===== config.mk =====
export PLATFORM = sky130hd
export DESIGN_NAME = usb_evt_flags
export DESIGN_NICKNAME = d
export VERILOG_FILES = /design/src/rtl/usb_evt_pkg.sv /design/src/rtl/usb_evt_rst_sync.sv /design/src/rtl/usb_evt_setmap.sv /design/src/rtl/usb_evt_flag_cell.sv /design/src/rtl/usb_evt_outs.sv /design/src/rtl/usb_evt_flags.sv
export SDC_FILE = /design/constraint.sdc
export NUM_CORES = 1
export LEC_CHECK = 0
export ABC_AREA = 1
export BUFFER_PORTS_ARGS = -buffer_cell sky130_fd_sc_hd__buf_4
export CORE_AREA = 2 2 39 41
export CTS_BUF_LIST = sky130_fd_sc_hd__clkbuf_4
export DETAILED_ROUTE_END_ITERATION = 6
export DIE_AREA = 0 0 41 43
export PLACE_DENSITY = 0.67
export SETUP_SLACK_MARGIN = 0.2
export SLEW_MARGIN = 40
export SYNTH_ARGS = -nofsm -noshare
export SYNTH_HDL_FRONTEND = slang
export SYNTH_SLANG_ARGS = --single-unit
export TNS_END_PERCENT = 30

===== constraint.sdc =====
create_clock -name clk -period 1.7 [get_ports clk]
set_clock_uncertainty 0.15 [all_clocks]
set_input_delay 0.34 -clock clk [delete_from_list [all_inputs] [get_ports clk]]
set_output_delay 0.34 -clock clk [all_outputs]
set_load 0.02 [all_outputs]

===== src/rtl/usb_evt_pkg.sv =====
package usb_evt_pkg;
  localparam int REG_W     = 8;
  localparam int NUM_FLAGS = 6;
  localparam int FLAG_LSB  = REG_W - NUM_FLAGS;

  // register bit positions (software decodes these)
  localparam int B_RST_BEGIN = 7;
  localparam int B_RST_DONE  = 6;
  localparam int B_SUSPEND   = 5;
  localparam int B_RESUME    = 4;
  localparam int B_CLK_STOP  = 3;
  localparam int B_CLK_ON    = 2;

  typedef struct packed {
    logic rst_begin;
    logic rst_done;
    logic suspend;
    logic resume;
    logic clk_stop_ok;
  } bus_evt_t;
endpackage


===== src/rtl/usb_evt_rst_sync.sv =====
module usb_evt_rst_sync #(
  parameter int STAGES = 2
) (
  input  logic clk,
  input  logic arst_n,
  output logic srst_n
);
  logic [STAGES-1:0] sync_q;
  logic [STAGES-1:0] sync_d;

  always_comb begin
    sync_d = {sync_q[STAGES-2:0], 1'b1};
  end

  always_ff @(posedge clk or negedge arst_n) begin
    if (!arst_n) sync_q <= '0;
    else         sync_q <= sync_d;
  end

  assign srst_n = sync_q[STAGES-1];
endmodule


===== src/rtl/usb_evt_setmap.sv =====
module usb_evt_setmap
  import usb_evt_pkg::*;
(
  input  bus_evt_t               evt,
  output logic [NUM_FLAGS-1:0]   set_vec
);
  always_comb begin
    set_vec = '0;
    set_vec[B_RST_BEGIN - FLAG_LSB] = evt.rst_begin;
    set_vec[B_RST_DONE  - FLAG_LSB] = evt.rst_done;
    set_vec[B_SUSPEND   - FLAG_LSB] = evt.suspend;
    set_vec[B_RESUME    - FLAG_LSB] = evt.resume;
    set_vec[B_CLK_STOP  - FLAG_LSB] = evt.clk_stop_ok;
    // restart of the clock is wanted on resume and on bus reset start
    set_vec[B_CLK_ON    - FLAG_LSB] = evt.resume | evt.rst_begin;
  end
endmodule


===== src/rtl/usb_evt_flag_cell.sv =====
module usb_evt_flag_cell (
  input  logic clk,
  input  logic rst_n,
  input  logic set_i,
  input  logic clr_i,
  output logic flag_q
);
  logic flag_d;
  logic flag_en;

  // set wins over a simultaneous clear
  always_comb begin
    flag_en = set_i | clr_i;
    flag_d  = set_i;
  end

  always_ff @(posedge clk or negedge rst_n) begin
    if (!rst_n)       flag_q <= 1'b0;
    else if (flag_en) flag_q <= flag_d;
  end
endmodule


===== src/rtl/usb_evt_outs.sv =====
module usb_evt_outs
  import usb_evt_pkg::*;
(
  input  logic [NUM_FLAGS-1:0] flags,
  input  logic [NUM_FLAGS-1:0] irq_en,
  output logic [REG_W-1:0]     rd_data,
  output logic                 irq,
  output logic                 wake_req,
  output logic                 deep_idle_ok
);
  always_comb begin
    rd_data      = {flags, {FLAG_LSB{1'b0}}};
    irq          = |(flags & irq_en);
    wake_req     = |flags;
    deep_idle_ok = flags[B_SUSPEND - FLAG_LSB] | flags[B_CLK_STOP - FLAG_LSB];
  end
endmodule


===== src/rtl/usb_evt_flags.sv =====
module usb_evt_flags
  import usb_evt_pkg::*;
#(
  parameter int RST_STAGES = 2
) (
  input  logic                 clk,
  input  logic                 rst_n,
  input  logic                 ev_rst_begin,
  input  logic                 ev_rst_done,
  input  logic                 ev_suspend,
  input  logic                 ev_resume,
  input  logic                 ev_clk_stop_ok,
  input  logic                 wr_en,
  input  logic [REG_W-1:0]     wr_data,
  input  logic [NUM_FLAGS-1:0] irq_en,
  output logic [REG_W-1:0]     rd_data,
  output logic                 irq,
  output logic                 wake_req,
  output logic                 deep_idle_ok
);
  logic                 srst_n;
  bus_evt_t             evt;
  logic [NUM_FLAGS-1:0] set_vec;
  logic [NUM_FLAGS-1:0] clr_vec;
  logic [NUM_FLAGS-1:0] flags;

  usb_evt_rst_sync #(.STAGES(RST_STAGES)) u_rst_sync (
    .clk    (clk),
    .arst_n (rst_n),
    .srst_n (srst_n)
  );

  always_comb begin
    evt.rst_begin   = ev_rst_begin;
    evt.rst_done    = ev_rst_done;
    evt.suspend     = ev_suspend;
    evt.resume      = ev_resume;
    evt.clk_stop_ok = ev_clk_stop_ok;
  end

  usb_evt_setmap u_setmap (
    .evt     (evt),
    .set_vec (set_vec)
  );

  // a written 0 clears; the low reserved bits go nowhere
  always_comb begin
    clr_vec = {NUM_FLAGS{wr_en}} & ~wr_data[REG_W-1:FLAG_LSB];
  end

  for (genvar k = 0; k < NUM_FLAGS; k++) begin : g_flag
    usb_evt_flag_cell u_cell (
      .clk    (clk),
      .rst_n  (srst_n),
      .set_i  (set_vec[k]),
      .clr_i  (clr_vec[k]),
      .flag_q (flags[k])
    );
  end

  usb_evt_outs u_outs (
    .flags        (flags),
    .irq_en       (irq_en),
    .rd_data      (rd_data),
    .irq          (irq),
    .wake_req     (wake_req),
    .deep_idle_ok (deep_idle_ok)
  );
endmodule


==> impl_metrics.xml <==
<?xml version="1.0" encoding="UTF-8"?>
<metrics>
  <group name="setup_path">
    <metric name="crit_path_cell_trace" unit="">nand2_1 -&gt; nand2_1 -&gt; nor2_1 -&gt; nand2_1 -&gt; buf_6</metric>
    <metric name="path_class" unit="">reg2out</metric>
    <metric name="path_delay_family" unit="">flip-flops</metric>
    <metric name="critPathCaptureType" unit="">primary output</metric>
    <metric name="most_repeated_library_cell_on_the_critical_path" unit="">sky130_fd_sc_hd__nand2_1</metric>
    <metric name="cp.buffers_inverters" unit="">1</metric>
    <metric name="start_kind" unit="">flip-flop</metric>
    <metric name="arrival_time_worst_endpoint" unit="ns">1.05</metric>
    <metric name="worst_path_largest_cell_delay" unit="ns">0.40</metric>
    <metric name="worstPathMaxFanout" unit="">4</metric>
    <metric name="critPathSlowestCell" unit="">sky130_fd_sc_hd__dfrtp_1</metric>
    <metric name="worst-endpoint-required" unit="ns">1.21</metric>
  </group>
  <group name="yosys">
    <metric name="netlist_instances" unit="">53</metric>
    <metric name="synth-compound-area-share" unit="%">9.971</metric>
    <metric name="synth.mux.area_fraction" unit="%">0</metric>
    <metric name="yosys.area_share.adder" unit="%">0</metric>
    <metric name="syn-mean-instance-area" unit="um^2">8.050</metric>
    <metric name="yosysUniqueCellTypes" unit="">11</metric>
    <metric name="combinational_family_with_the_most_area_after_synthesis" unit="">buffers and inverters</metric>
    <metric name="synth-seq-cells" unit="">8</metric>
    <metric name="syn-cell-area" unit="um^2">426.7</metric>
    <metric name="synth.yosys.warnings" unit="">0</metric>
    <metric name="parity_gate_share_of_the_synthesized_area_counting_xor_and_xnor_cells" unit="%">0</metric>
    <metric name="synth_seq_area_share" unit="%">46.92</metric>
    <metric name="synth_simple_gate_area_share" unit="%">20.23</metric>
  </group>
  <group name="min_path">
    <metric name="holdCritPathClass" unit="">in2reg</metric>
  </group>
  <group name="route">
    <metric name="postRouteAntennaNets" unit="">0</metric>
    <metric name="drt_iter0_drc" unit="">3</metric>
    <metric name="drt_pre_antenna_iters" unit="">2</metric>
    <metric name="detailed_route_wl" unit="um">900</metric>
    <metric name="route.detailed.vias_per_inst" unit="">4.156</metric>
    <metric name="route.detailed.drc" unit="">0</metric>
    <metric name="avgRoutedWirePerCell" unit="um">9.375</metric>
    <metric name="detailroute.via_count" unit="">399</metric>
  </group>
  <group name="sta">
    <metric name="layout_setup_ws" unit="ns">0.1589</metric>
    <metric name="setup-tns-final" unit="ns">0</metric>
    <metric name="fin_crit_share" unit="%">90.65</metric>
    <metric name="finalHoldViolCount" unit="">0</metric>
    <metric name="maxClockFrequency" unit="MHz">648.9</metric>
    <metric name="finalSetupViolCount" unit="">0</metric>
    <metric name="min_period" unit="ns">1.541</metric>
    <metric name="unrepaired_setup_endpoints_after_global_routing" unit="">true</metric>
    <metric name="timing_max_transition_violations_final" unit="">0</metric>
  </group>
  <group name="floorplanning">
    <metric name="placement_rows" unit="">14</metric>
    <metric name="area_enclosed_by_the_die_boundary" unit="mm^2">0.001763</metric>
    <metric name="floorplan.core_area" unit="mm^2">0.001384</metric>
    <metric name="fp.dieW" unit="um">41</metric>
    <metric name="floorplan.initialDensity" unit="%">30.83</metric>
    <metric name="fp.dieH" unit="um">43</metric>
    <metric name="boundaryPins" unit="">33</metric>
  </group>
  <group name="layout">
    <metric name="area_growth" unit="%">53.96</metric>
    <metric name="n_antenna_cell" unit="">0</metric>
    <metric name="layout.cell_area.non_filler" unit="um^2">656.9</metric>
    <metric name="mostFrequentLayoutCells" unit="">sky130_fd_sc_hd__buf_4, sky130_fd_sc_hd__nand2_1, sky130_fd_sc_hd__dfrtp_1</metric>
    <metric name="layout.nets" unit="">104</metric>
    <metric name="nFillCells" unit="">131</metric>
    <metric name="drive_gt1_share" unit="%">47.50</metric>
    <metric name="seq_area" unit="um^2">200.2</metric>
    <metric name="finish.cell_count_without_fillers" unit="">96</metric>
    <metric name="mostFrequentLayoutCell" unit="">sky130_fd_sc_hd__buf_4</metric>
    <metric name="multi_input_area" unit="um^2">142.6</metric>
  </group>
  <group name="clock_tree">
    <metric name="cts_root_buf" unit="">sky130_fd_sc_hd__clkbuf_4</metric>
    <metric name="clock_insertion_delay_worst_skew" unit="ns">0.25</metric>
    <metric name="cts_made_buffers" unit="">3</metric>
    <metric name="tritoncts_num_sinks" unit="">8</metric>
    <metric name="tritoncts" unit="">built</metric>
    <metric name="cts.path.max_buffers" unit="">2</metric>
    <metric name="clk_transition_reported_paths" unit="ns">0.05</metric>
    <metric name="clock_tree.htree_level_count" unit="">1</metric>
  </group>
  <group name="global_route">
    <metric name="grt_max_degree" unit="">7</metric>
    <metric name="groute.usage.overall" unit="%">13.67</metric>
    <metric name="grt_pass1_vias" unit="">415</metric>
    <metric name="antenna_found_initial" unit="">0</metric>
    <metric name="globalRoute.totalOverflow" unit="">0</metric>
    <metric name="wire_length_of_the_first_global_routing_pass" unit="um">1559</metric>
  </group>
  <group name="power_and_ir_drop">
    <metric name="cellPowerDensity" unit="mW/mm^2">696.3</metric>
    <metric name="max-vdd-ir-drop" unit="mV">0.4002</metric>
    <metric name="power.leakage" unit="nW">0.3525</metric>
  </group>
  <group name="place">
    <metric name="worst_slack_after_detailed_placement" unit="ns">0.3785</metric>
    <metric name="dpl_cell_area" unit="um^2">600.6</metric>
    <metric name="io_buffers" unit="">28</metric>
    <metric name="gpl.final_weighted_congestion" unit="">0.6854</metric>
    <metric name="dpl.cell_count" unit="">90</metric>
  </group>
  <group name="outcome">
    <metric name="outcome" unit="">finished clean</metric>
  </group>
  <group name="job">
    <metric name="number_of_maximum_capacitance_constraint_violations" unit="">0</metric>
  </group>
</metrics>
## cells in the mapped netlist
library cell / n / area [um^2]
sky130_fd_sc_hd__o21ai_1: 4 / 20.02
sky130_fd_sc_hd__inv_2: 1 / 3.750
sky130_fd_sc_hd__buf_4: 8 / 60.06
sky130_fd_sc_hd__dfrtp_1: 8 / 200.2
sky130_fd_sc_hd__o21bai_2: 2 / 22.52
sky130_fd_sc_hd__inv_1: 7 / 26.28
sky130_fd_sc_hd__nand2_1: 14 / 52.55
sky130_fd_sc_hd__nand4_1: 1 / 6.260
sky130_fd_sc_hd__nor2_1: 4 / 15.01
sky130_fd_sc_hd__conb_1: 2 / 7.510
sky130_fd_sc_hd__nor2_2: 2 / 12.51
## repair_timing
item / in CTS / in global routing
setup buffers: 1 / 0
pin swaps: 8 / 0
resized for setup: 2 / 0
setup endpoints to repair: 3 / 3
hold buffers: 2 / 0
hold endpoints to repair: 8 / 0
## final timing paths
| path | startpoint | end | slack (ns) | cells after the start |
|---|---|---|---|---|
| worst max-delay path | g_flag[0].u_cell.flag_q | irq | 0.16 | 5 |
| worst min-delay path | ev_clk_stop_ok | g_flag[1].u_cell.flag_q | 0.13 | 3 |
| worst max register to register | u_rst_sync.sync_q[1] | g_flag[5].u_cell.flag_q | 0.70 | 1 |
| worst min register to register | u_rst_sync.sync_q[0] | u_rst_sync.sync_q[1] | 0.21 | 0 |
| max in group asynchronous | u_rst_sync.sync_q[1] | g_flag[5].u_cell.flag_q | 0.70 | 1 |
| min in group asynchronous | rst_n | u_rst_sync.sync_q[1] | 0.25 | 2 |
## where the power goes
group / internal (W) / leakage [nW] / total, W / switching (W)
Clock: 0.0000805 / 0.0138 / 0.000141 / 0.0000606
Sequential: 0.000202 / 0.0825 / 0.000210 / 0.00000860
Combinational: 0.0000578 / 0.256 / 0.000106 / 0.0000481
## through the flow
step           utilization (%)  hold slack (ns)   power, W
2_1_floorplan                -          -0.1056  0.0002725
3_3_place_gp             43.40         -0.05303  0.0003119
3_5_place_dp             43.40         -0.04976  0.0003141
4_1_cts                  47.47           0.1159  0.0004675
5_1_grt                  47.47           0.1237  0.0004855
6_report                 47.47           0.1273  0.0004574
## cell type report
class                   count  area share (%)
clock buffers               3           3.429
flip-flops and latches      8           30.48
well taps                  16           3.048
inverters                   8           4.571
repair buffers             31           36.76
multi-input cells          30           21.71
## flip-flops by register name (all words and copies together), names as in the netlist
register and flops:
u_rst_sync.sync_q 2, g_flag.u_cell.flag_q 6
## routing by layer
metal / track usage [%] / vias to the layer above / routed length, um
met5: 0 / - / 0
met4: 12.00 / 0 / 10
met3: 3.665 / 2 / 78
met2: 20.94 / 18 / 464
met1: 14.24 / 178 / 347
li1: - / 201 / -
## cells by family (layout without fill, tap and decap cells)
group	after synthesis	in the layout
AOI/OAI and AO/OA	6	6
buffers and inverters	16	42
DFF	8	8
other	2	3
and+or+nand+nor	21	21
No activity file was read; power rests on OpenSTA's default activity.
